`config.mk`:
```
export PLATFORM = sky130hd
export DESIGN_NAME = sysreg_perm_top
export DESIGN_NICKNAME = d
export VERILOG_FILES = /design/src/rtl/sysreg_perm_pkg.sv /design/src/rtl/sysreg_perm_ctrl.sv /design/src/rtl/sysreg_perm_dp.sv /design/src/rtl/sysreg_perm_top.sv
export SDC_FILE = /design/constraint.sdc
export NUM_CORES = 1
export LEC_CHECK = 0
export BUFFER_PORTS_ARGS = -buffer_cell sky130_fd_sc_hd__buf_4
export CAP_MARGIN = 20
export CORE_AREA = 3 3 40 42
export DETAILED_ROUTE_END_ITERATION = 7
export DIE_AREA = 0 0 43 45
export PLACE_DENSITY = 0.86
export REMOVE_ABC_BUFFERS = 1
export SYNTH_ARGS = -nofsm -noshare
export SYNTH_HDL_FRONTEND = slang
export SYNTH_HIERARCHICAL = 1
export SYNTH_SLANG_ARGS = --single-unit
```
`constraint.sdc`:
```
create_clock -name vclk -period 3.02
set_clock_uncertainty 0.15 [all_clocks]
set_input_delay 0.151 -clock vclk [all_inputs]
set_output_delay 0.151 -clock vclk [all_outputs]
set_load 0.01 [all_outputs]
```
`src/rtl/sysreg_perm_pkg.sv`:
```
package sysreg_perm_pkg;

  typedef enum logic [2:0] {
    OUT_UNDEF     = 3'd0,
    OUT_TRAP      = 3'd1,
    OUT_ACC_UPPER = 3'd2,
    OUT_ACC_LOWER = 3'd3,
    OUT_MEM       = 3'd4
  } outcome_e;

  // Internal decision of the cascade, before it is encoded.
  typedef enum logic [2:0] {
    DEC_UNDEF,
    DEC_TRAP_L1,
    DEC_TRAP_L2,
    DEC_TRAP_L2_SYS,
    DEC_TRAP_L3,
    DEC_UPPER,
    DEC_LOWER,
    DEC_MEM
  } decision_e;

  // Strobes from the control module to the datapath.
  typedef struct packed {
    logic       doUndef;
    logic       doTrap;
    logic [1:0] trapLvl;
    logic       trapSys;
    logic       grantUpper;
    logic       grantLower;
    logic       grantMem;
  } perm_strobe_t;

endpackage

```
`src/rtl/sysreg_perm_ctrl.sv`:
```
module sysreg_perm_ctrl
  import sysreg_perm_pkg::*;
#(
  parameter int EL_W = 2,
  parameter int NV_W = 3
) (
  input  logic [EL_W-1:0] curEl,
  input  logic            regSel,
  input  logic            haveEl3,
  input  logic            el3Enable,
  input  logic            trapStream,
  input  logic            hostMode,
  input  logic            el2Enabled,
  input  logic            el1EnLow,
  input  logic            el2EnLow,
  input  logic [NV_W-1:0] nvBits,
  input  logic            sddUndefPrio,
  input  logic            sddUndef,
  output perm_strobe_t    strobes
);

  localparam logic [NV_W-1:0] NV_ALL = {NV_W{1'b1}};

  logic      el3Blocks;
  logic      earlyUndef;
  logic      hostTrap;
  logic      nonHostTrap;
  decision_e decision;

  assign el3Blocks   = haveEl3 & ~el3Enable;
  assign earlyUndef  = el3Blocks & sddUndefPrio;
  assign nonHostTrap = ~hostMode & trapStream;
  assign hostTrap    = hostMode & ~el2EnLow;

  always_comb begin
    decision = DEC_UNDEF;
    unique case (curEl)
      2'd0: decision = DEC_UNDEF;
      2'd1: begin
        if (!regSel) begin
          decision = nvBits[0] ? DEC_TRAP_L2_SYS : DEC_UNDEF;
        end else if (earlyUndef) begin
          decision = DEC_UNDEF;
        end else if (!el1EnLow) begin
          decision = DEC_TRAP_L1;
        end else if (el2Enabled && nonHostTrap) begin
          decision = DEC_TRAP_L2;
        end else if (hostTrap) begin
          decision = DEC_TRAP_L2;
        end else if (el3Blocks) begin
          decision = sddUndef ? DEC_UNDEF : DEC_TRAP_L3;
        end else if (nvBits == NV_ALL) begin
          decision = DEC_MEM;
        end else begin
          decision = DEC_LOWER;
        end
      end
      2'd2: begin
        if (earlyUndef) begin
          decision = DEC_UNDEF;
        end else if (nonHostTrap || hostTrap) begin
          decision = DEC_TRAP_L2;
        end else if (el3Blocks) begin
          decision = sddUndef ? DEC_UNDEF : DEC_TRAP_L3;
        end else if (!regSel || hostMode) begin
          decision = DEC_UPPER;
        end else begin
          decision = DEC_LOWER;
        end
      end
      default: begin
        if (!haveEl3) begin
          decision = DEC_UNDEF;
        end else if (!el3Enable) begin
          decision = DEC_TRAP_L3;
        end else begin
          decision = regSel ? DEC_LOWER : DEC_UPPER;
        end
      end
    endcase
  end

  always_comb begin
    strobes = '0;
    unique case (decision)
      DEC_UNDEF:       strobes.doUndef = 1'b1;
      DEC_TRAP_L1:     begin strobes.doTrap = 1'b1; strobes.trapLvl = 2'd1; end
      DEC_TRAP_L2:     begin strobes.doTrap = 1'b1; strobes.trapLvl = 2'd2; end
      DEC_TRAP_L2_SYS: begin strobes.doTrap = 1'b1; strobes.trapLvl = 2'd2; strobes.trapSys = 1'b1; end
      DEC_TRAP_L3:     begin strobes.doTrap = 1'b1; strobes.trapLvl = 2'd3; end
      DEC_UPPER:       strobes.grantUpper = 1'b1;
      DEC_LOWER:       strobes.grantLower = 1'b1;
      default:         strobes.grantMem = 1'b1;
    endcase
  end

  // level 0 never reaches anything but undefined
  always_comb begin
    if (curEl == 2'd0) begin
      p_el0_undef_r1: assert (strobes.doUndef)
        else $error("level 0 access not undefined");
    end
  end

  // without level 3 a level-3 trap must never be chosen
  always_comb begin
    if (!haveEl3) begin
      p_no_el3_trap_r10: assert (!(strobes.doTrap && strobes.trapLvl == 2'd3))
        else $error("level-3 trap without level 3");
    end
  end

endmodule

```
`src/rtl/sysreg_perm_dp.sv`:
```
module sysreg_perm_dp
  import sysreg_perm_pkg::*;
#(
  parameter int              EC_W    = 6,
  parameter int              OFF_W   = 12,
  parameter logic [EC_W-1:0] EC_SYS  = 6'h18,
  parameter logic [EC_W-1:0] EC_SVEC = 6'h1D,
  parameter logic [OFF_W-1:0] MEM_OFF = 12'h1F0
) (
  input  perm_strobe_t     strobes,
  input  logic             isWrite,
  output logic [2:0]       outcome,
  output logic [1:0]       trapEl,
  output logic [EC_W-1:0]  trapClass,
  output logic [OFF_W-1:0] memOffset,
  output logic             xferWrite
);

  logic granted;

  assign granted = strobes.grantUpper | strobes.grantLower | strobes.grantMem;

  always_comb begin
    if (strobes.doTrap)          outcome = OUT_TRAP;
    else if (strobes.grantUpper) outcome = OUT_ACC_UPPER;
    else if (strobes.grantLower) outcome = OUT_ACC_LOWER;
    else if (strobes.grantMem)   outcome = OUT_MEM;
    else                         outcome = OUT_UNDEF;
  end

  assign trapEl    = strobes.doTrap ? strobes.trapLvl : 2'd0;
  assign trapClass = !strobes.doTrap ? '0 : (strobes.trapSys ? EC_SYS : EC_SVEC);
  assign memOffset = strobes.grantMem ? MEM_OFF : '0;
  assign xferWrite = granted & isWrite;

  // the control raises exactly one outcome strobe
  always_comb begin
    p_one_outcome_r9: assert ($onehot({strobes.doUndef, strobes.doTrap, strobes.grantUpper,
                                       strobes.grantLower, strobes.grantMem}))
      else $error("outcome strobes not one-hot");
  end

  // a trap always carries a nonzero target level
  always_comb begin
    if (strobes.doTrap) begin
      p_trap_level_r9: assert (trapEl != 2'd0)
        else $error("trap without target level");
    end
  end

endmodule

```
`src/rtl/sysreg_perm_top.sv`:
```
module sysreg_perm_top
  import sysreg_perm_pkg::*;
#(
  parameter int EL_W  = 2,
  parameter int NV_W  = 3,
  parameter int EC_W  = 6,
  parameter int OFF_W = 12
) (
  input  logic [EL_W-1:0]  curEl,
  input  logic             regSel,
  input  logic             isWrite,
  input  logic             haveEl3,
  input  logic             el3Enable,
  input  logic             trapStream,
  input  logic             hostMode,
  input  logic             el2Enabled,
  input  logic             el1EnLow,
  input  logic             el2EnLow,
  input  logic [NV_W-1:0]  nvBits,
  input  logic             sddUndefPrio,
  input  logic             sddUndef,
  output logic [2:0]       outcome,
  output logic [1:0]       trapEl,
  output logic [EC_W-1:0]  trapClass,
  output logic [OFF_W-1:0] memOffset,
  output logic             xferWrite
);

  perm_strobe_t strobes;

  sysreg_perm_ctrl #(.EL_W(EL_W), .NV_W(NV_W)) ctrl_i (
    .curEl(curEl), .regSel(regSel), .haveEl3(haveEl3), .el3Enable(el3Enable),
    .trapStream(trapStream), .hostMode(hostMode), .el2Enabled(el2Enabled),
    .el1EnLow(el1EnLow), .el2EnLow(el2EnLow), .nvBits(nvBits),
    .sddUndefPrio(sddUndefPrio), .sddUndef(sddUndef), .strobes(strobes)
  );

  sysreg_perm_dp #(.EC_W(EC_W), .OFF_W(OFF_W)) dp_i (
    .strobes(strobes), .isWrite(isWrite), .outcome(outcome), .trapEl(trapEl),
    .trapClass(trapClass), .memOffset(memOffset), .xferWrite(xferWrite)
  );

  // a memory redirect only arises from a level-1 lower access with all nv bits set
  always_comb begin
    if (outcome == OUT_MEM) begin
      p_mem_source_r6: assert (curEl == 2'd1 && regSel && (&nvBits))
        else $error("redirect from wrong source");
    end
  end

  // the write strobe never appears without a write request
  always_comb begin
    if (xferWrite) begin
      p_write_dir_r8: assert (isWrite)
        else $error("write strobe on a read");
    end
  end

endmodule

```
After elaboration in Yosys (flattened, before gate mapping)
Index checks and enable logic that the tools add are counted.
Cells by class
  eq/ne operators: 9
  mux-type cells: 30
  bitwise operators: 10
  reduce and logical (&&, ||, !) cells: 8
Operators with widths (number)
  3-bit 2-to-1 mux: 17
  3-bit one-hot mux with 3 select lines: 2
  3-bit equality test, second input constant: 4
  9-bit 2-to-1 mux: 1
  2-bit 2-to-1 mux: 4
  7-bit OR reduction: 1
  3-bit by 2-bit equality test with 1-bit output, second input constant: 2
  6-bit 2-to-1 mux: 1
  1-bit AND: 5
  1-bit 2-to-1 mux: 5
  3-bit by 1-bit equality test with 1-bit output, second input constant: 1
  3-bit logical NOT: 1
  1-bit inverter: 3
  2-bit by 1-bit equality test with 1-bit output, second input constant: 1
  2-bit equality test, second input constant: 1
  2-bit logical NOT: 1
  1-bit logical OR: 2
  1-bit OR: 2
  2-bit OR reduction: 1
  1-bit logical AND: 1
  1-bit logical NOT: 1
Storage, ports and cells
  register bits after elaboration: 0
  input bits: 16
  word-level logic and storage cells: 57

Depth between registers and ports, before layout
Gate-level depths: netlist of the first run.
  depth after elaboration: 15
  gate-level depth with buffers: 8

Modules after synthesis
The synthesis of the first run kept the hierarchy.
Modules (own cells, without submodules)
  sysreg_perm_ctrl: instances 1, cells each 42, area each 297.8 sq um
  sysreg_perm_dp: instances 1, cells each 27, area each 195.2 sq um

Least setup slack after synthesis of the first run
No wires, ideal clock.
  path type: in2out
  start: input el3Enable
  end: output trapClass[2]
  arrival time: 1.907 ns
  slack: 0.812 ns
  stages: 8
  path buffers: 1
  path through: and2b_1 > and2_4 > o221ai_2 > a21o_1 > or2_4 > xnor2_1 > nor2b_1 > buf_4
RTL lines
  start, declared: RTL line sysreg_perm_top.sv:13  | input logic el3Enable,
  end, declared: RTL line sysreg_perm_top.sv:24  | output logic [EC_W-1:0] trapClass,

Worst setup path in the final report of the first run
  start: input hostMode
  end: output trapClass[0]
Between the ends
  cells in the longest elaborated chain, start to end: 12
  elaborated cells on any way between the ends: 25
  classes of those cells: eq/ne (4); mux (14); bitwise (3); reduce/logical (4)
RTL lines
  start, declared: RTL line sysreg_perm_top.sv:15  | input logic hostMode,
  1-bit inverter: RTL line sysreg_perm_ctrl.sv:32  | assign nonHostTrap = ~hostMode & trapStream;
  1-bit AND: RTL line sysreg_perm_ctrl.sv:32
  1-bit logical AND: RTL line sysreg_perm_ctrl.sv:46  | end else if (el2Enabled && nonHostTrap) begin
  3-bit 2-to-1 mux: RTL line sysreg_perm_ctrl.sv:46
  3-bit 2-to-1 mux: RTL line sysreg_perm_ctrl.sv:44  | end else if (!el1EnLow) begin
  3-bit 2-to-1 mux: RTL line sysreg_perm_ctrl.sv:42  | end else if (earlyUndef) begin
  3-bit 2-to-1 mux: RTL line sysreg_perm_ctrl.sv:40  | if (!regSel) begin
  3-bit one-hot mux with 3 select lines (*): RTL line sysreg_perm_ctrl.sv:37  | unique case (curEl)
  3-bit by 2-bit equality test with 1-bit output: RTL line sysreg_perm_ctrl.sv:85  | unique case (decision)
  2-bit OR reduction (no line) / 1-bit 2-to-1 mux (equally long branches)
  3-bit one-hot mux with 3 select lines / 3-bit 2-to-1 mux (equally long branches): RTL line sysreg_perm_ctrl.sv:85, sysreg_perm_dp.sv:32
  6-bit 2-to-1 mux (*): RTL line sysreg_perm_dp.sv:32  | assign trapClass = !strobes.doTrap ? '0 : (strobes.trapSys ? EC_SYS : EC_SVEC);
Mark *: on every way between the ends. The rest lies on a longest branch, timed or not.

==> flow_metrics.tcl, run 1 <==
set metrics [dict create \
    final_common_cell "buf_4" \
    nClkBuffers 0 \
    drv_slew 0 \
    finalCriticalPeriod_ps 2390 \
    antenna_left 0 \
    maxSlewHeadroom 0.608 \
    wire_per_inst_microns 10.8 \
    drv_cap 0 \
    grt_pass1_wl_mm 1.75 \
    setup_viol 0 \
    crit_type "in -> out" \
    cp_max_fo 8 \
    gr-total-overflow 0 \
    endpoint_kind "primary output" \
    cts_hold_buf 0 \
    worst_pin_slew_ps 584 \
    fmax_mhz 418 \
    grt_pass1_vias 448 \
    grt_setup_unrepaired "false" \
    outcome "finished clean" \
    path_cells "buf_4, mux2i_1, o221ai_2, a21o_1, or2_4, xnor2_1, nor2b_1, buf_4" \
    irDropWorstVdd_mv 0.129 \
    rows 13 \
    total_power_uw 132 \
    crit_slowest_cell "xnor2_1" \
    worstPathRequired_ps 2720 \
    pwr_density_cell_nw_per_um2 206 \
    path_delay_family "simple AND/OR/NAND/NOR gates" \
    fin_ws_ps 628 \
    portBuffers 31 \
    finalWeightedCongestion 0.793 \
    syn_inst 68 \
    routed_wl_mm 1.14 \
    layout_common_cells "31 x buf_4, 9 x conb_1, 8 x nor2_1, 5 x nand2_1" \
    coreArea_sq_um 1280 \
    dp_slack_ps 638 \
    fill_cells 135 \
    vias_per_cell 4.93 \
    path_buf_inv 2 \
    holdWs_ps 461 \
    stdcell_count 105 \
    die_w_microns 43 \
    first_iter_violations 4 \
    grt_start_max_net_pins 9 \
    cpPeakStageDelay_ps 480 \
    design.seq.count 0 \
    cts_resized 0 \
    cp-start-kind "input port" \
    postCtsSetupBuffers 0 \
    tns_ps 0 \
    track_usage 0.109 \
    fin_crit_sh 0.792 \
    route.vias.total 518 \
    postSynthAreaPerCell_sq_um 7.19 \
    leakage_nw 0.316 \
    drt_pass1_iterations 4 \
    cp.depth 8 \
    hold_viol 0 \
    ff_latch_area_sq_um 0 \
    die_y_microns 45 \
    hold_class "in -> out" \
    syn_to_final_growth_pct 31.5 \
    arrival_ps 2090 \
    io_pins 40 \
    path_common_cell "buf_4" \
    grt_antenna_before_repair 0 \
    dp_hpwl_microns 992 \
    start_util 0.381 \
    hold_path_depth 3 \
    final_layout_size_suffix_gt1_frac 0.467 \
    dieArea_sq_um 1940 \
    yosysWarningCount 6 \
    netlist_area_sq_um 489 \
    antenna_cells 0 \
    drc 0 \
    placed_cells 105 \
    fin_nets 108 \
]
-- where the power goes --
group	internal [mW]	leakage, nW	switching [mW]
registers	0	0	0
clock network	0	0	0
logic	0.0662	0.316	0.0662
-- area by class of cell --
cell class	instances	area [sq um]	share of cell area
Timing Repair Buffer	31	233	0.362
Tap cell	15	18.8	0.0292
Inverter	3	11.3	0.0175
Multi-Input combinational cell	56	380	0.591
-- tightest hold or removal path: stages --
cell and delay [ps]:
buf_4 80, o31a_1 120, buf_4 110
-- stage by stage --
| stage | util | area, sq um |
|---|---|---|
| detailed placement | 0.500 | 643 |
| global placement | 0.500 | 643 |
| finish | 0.500 | 643 |
| global route | 0.500 | 643 |
| CTS | 0.500 | 643 |
| floorplan | - | 392 |
-- worst paths after layout --
check	start	to	slack (ps)
max	hostMode	trapClass[0]	630
min	isWrite	xferWrite	460
-- per-layer routing --
metal | global-route usage | wire length (microns)
met5 | 0 | 0
met4 | 0 | 0
met3 | 0.00398 | 128
met2 | 0.225 | 551
met1 | 0.131 | 459
No activity file was read; power rests on OpenSTA's default activity.
==> run 2: changes to the inputs <==
- ABC_AREA: not set -> 1
- PLACE_DENSITY: 0.86 -> 0.91
- clock period: 3.02 -> 2.5 ns (I/O delays scaled with it)
==> flow_metrics.tcl, run 2 <==
set metrics [dict create \
    grt_pass1_wl_mm 2.01 \
    pwr_density_cell_nw_per_um2 222 \
    netlist_area_sq_um 553 \
    path_delay_family "simple AND/OR/NAND/NOR gates" \
    worstPathRequired_ps 2230 \
    drv_slew 0 \
    fin_crit_sh 0.781 \
    route.vias.total 646 \
    postSynthAreaPerCell_sq_um 4.85 \
    tns_ps 0 \
    syn_to_final_growth_pct 27.8 \
    dieArea_sq_um 1940 \
    first_iter_violations 14 \
    arrival_ps 1680 \
    fin_nets 154 \
    grt_start_max_net_pins 8 \
    cpPeakStageDelay_ps 320 \
    grt_pass1_vias 512 \
    layout_common_cells "32 x nand2_1, 31 x buf_4, 19 x inv_1, 16 x nor2_1, 9 x conb_1" \
    syn_inst 114 \
    path_cells "buf_4, nor2_1, nand2_1, clkinv_1, nand2_1, inv_1, nand2_2, a21oi_4, nand2_1, nor2_1, inv_1, a21oi_1, buf_4" \
    outcome "finished clean" \
    cp_max_fo 7 \
    hold_class "in -> out" \
    track_usage 0.124 \
    setup_viol 0 \
    coreArea_sq_um 1280 \
    path_common_cell "nand2_1" \
    antenna_cells 0 \
    total_power_uw 157 \
    wire_per_inst_microns 8.46 \
    fill_cells 140 \
    finalCriticalPeriod_ps 1950 \
    io_pins 40 \
    drv_cap 0 \
    irDropWorstVdd_mv 0.0720 \
    portBuffers 31 \
    design.seq.count 0 \
    routed_wl_mm 1.28 \
    grt_antenna_before_repair 0 \
    vias_per_cell 4.28 \
    drc 0 \
    drt_pass1_iterations 4 \
    postCtsSetupBuffers 0 \
    start_util 0.430 \
    path_buf_inv 5 \
    yosysWarningCount 6 \
    crit_slowest_cell "nor2_1" \
    multiInputGateArea_sq_um 354 \
    die_w_microns 43 \
    fmax_mhz 512 \
    antenna_left 0 \
    cp-start-kind "input port" \
    final_common_cell "nand2_1" \
    finalWeightedCongestion 0.749 \
    cts_hold_buf 0 \
    grt_setup_unrepaired "false" \
    die_y_microns 45 \
    final_layout_size_suffix_gt1_frac 0.324 \
    rows 13 \
    dp_hpwl_mm 1.18 \
    crit_type "in -> out" \
    ff_latch_area_sq_um 0 \
    cts_resized 0 \
    hold_viol 0 \
    endpoint_kind "primary output" \
    leakage_nw 0.467 \
    gr-total-overflow 0 \
    nClkBuffers 0 \
]
run 2: power breakdown:
part | switching (mW) | internal, mW | total [mW]
Clock | 0 | 0 | 0
Combinational | 0.0879 | 0.0694 | 0.157
Sequential | 0 | 0 | 0
Total | 0.0879 | 0.0694 | 0.157
run 2: layout make-up:
cell class | count | share of cell area
inverters | 27 | 0.143
multi-input cells | 78 | 0.501
well taps | 15 | 0.0265
repair buffers | 31 | 0.329
run 2: final timing paths:
kind | depth (start not counted) | slack [ps] | to | startpoint
setup / recovery | 13 | 550 | xferWrite | curEl[1]
hold / removal | 4 | 410 | xferWrite | isWrite
run 2: per-stage QoR:
| stage | hold slack (ps) | util | cell area (sq um) | instances | worst slack (ps) |
|---|---|---|---|---|---|
| after floorplan | 184 | - | 455 | 105 | 421 |
| after global placement | 407 | 0.550 | 707 | 151 | 623 |
| after detailed placement | 416 | 0.550 | 707 | 151 | 584 |
| after CTS | 418 | 0.550 | 707 | 151 | 568 |
| after global routing | 436 | 0.550 | 707 | 151 | 326 |
| final | 413 | 0.550 | 707 | 151 | 548 |
run 2: layer usage:
| metal | vias to the layer above | GRT usage | wire length, microns |
|---|---|---|---|
| li1 | 353 | - | - |
| met1 | 268 | 0.164 | 499 |
| met2 | 25 | 0.237 | 667 |
| met3 | 0 | 0.00797 | 111 |
| met4 | 0 | 0 | 0 |
| met5 | - | 0 | 0 |
==> run 3: changes to the inputs <==
- clock period: 2.5 -> 1.8 ns (I/O delays scaled with it)
==> flow_metrics.tcl, run 3 (same netlist as run 2, synthesis figures left out) <==
set metrics [dict create \
    endpoint_kind "primary output" \
    drt_pass1_iterations 4 \
    coreArea_sq_um 1280 \
    antenna_left 0 \
    grt_pass1_vias 500 \
    setup_viol 5 \
    routed_wl_mm 1.89 \
    finalCriticalPeriod_ps 1830 \
    grt_start_max_net_pins 8 \
    route.vias.total 739 \
    start_util 0.430 \
    arrival_ps 1590 \
    fmax_mhz 547 \
    die_w_microns 43 \
    grt_pass1_wl_mm 2.13 \
    grt_setup_unrepaired "true" \
    syn_to_final_growth_pct 62.7 \
    tns_ps -128 \
    irDropWorstVdd_mv 0.164 \
    holdWs_ps 350 \
    drc 0 \
    finalWeightedCongestion 0.841 \
    io_pins 40 \
    nClkBuffers 0 \
    layout_common_cells "35 x buf_4, 23 x nand2_1, 16 x inv_1, 10 x nor2_1, 9 x conb_1" \
    outcome "complete, but fails checks" \
    antenna_cells 0 \
    drv_slew 0 \
    cp_max_fo 4 \
    fin_ws_ps -28.1 \
    gr-total-overflow 0 \
    first_iter_violations 17 \
    track_usage 0.136 \
    rows 13 \
    switching_share 0.584 \
    vias_per_cell 4.74 \
    leakage_nw 0.530 \
    final_common_cell "buf_4" \
    switchingPower_uw 178 \
    dieArea_sq_um 1940 \
    drv_cap 0 \
    final_layout_size_suffix_gt1_frac 0.532 \
    pwr_density_cell_nw_per_um2 338 \
    dp_hpwl_mm 1.17 \
    violations "setup timing" \
    placed_cells 152 \
    cts_hold_buf 0 \
    ff_latch_area_sq_um 0 \
    grt_antenna_before_repair 0 \
    stdcell_count 156 \
    intPower_uw 127 \
    die_y_microns 45 \
    p_comb_frac 1.000 \
    sequentialPowerShare 0 \
    wire_per_inst_microns 12.1 \
    portBuffers 31 \
    crit_type "in -> out" \
    worstPathRequired_ps 1560 \
    pwr-share-clk 0 \
    cp-start-kind "input port" \
    design.seq.count 0 \
    hold_viol 0 \
    hold_class "in -> out" \
    fin_crit_sh 1.02 \
    fin_nets 159 \
]
## run 3: layer usage
layer	routed length, microns	track usage	vias up
met5	0	0	-
met4	11	0	0
met3	98	0.00797	2
met2	1080	0.281	29
met1	691	0.162	343
li1	-	-	365
## run 3: path summary, 6_finish.rpt
| kind | startpoint | cells past startpoint | end |
|---|---|---|---|
| setup / recovery | el3Enable | 14 | memOffset[6] |
| hold / removal | isWrite | 4 | xferWrite |
## run 3: timing repair
item,in CTS,in global routing
setup buffers,0,4
endpoints found under the hold margin,0,0
resized for setup,2,43
endpoints found under the setup margin,3,12
gates cloned,0,0
pin swaps,0,10
## run 3: power groups by stage
stage	clock, mW	combinational (mW)	sequential, mW
after floorplan	0	0.121	0
after global placement	0	0.213	0
after detailed placement	0	0.220	0
after CTS	0	0.223	0
after global routing	0	0.326	0
final	0	0.304	0
## run 3: worst max-delay path: stages
cell	delay (ps)
buf_4	130
inv_4	80
nand2_4	70
nand2_1	80
nand2_1	60
nand2_1	70
nand2_2	70
a21oi_4	280
inv_4	100
nand2_4	90
nor2_4	50
buf_4	140
buf_4	140
buf_4	140
## run 3: layout make-up
cell class,instances,area (sq um)
Tap cell,15,18.8
Timing Repair Buffer,36,274
Fill cell,115,385
Inverter,27,111
Multi-Input combinational cell,78,495
## run 3: stage by stage
| stage | cell area (sq um) | util | worst slack [ps] | total power, mW |
|---|---|---|---|---|
| floorplan | 455 | - | -209 | 0.121 |
| global placement | 714 | 0.556 | 65.1 | 0.213 |
| detailed placement | 714 | 0.556 | -39.9 | 0.220 |
| CTS | 722 | 0.562 | 49.6 | 0.223 |
| global route | 900 | 0.700 | -121 | 0.326 |
| finish | 900 | 0.700 | -28.1 | 0.304 |
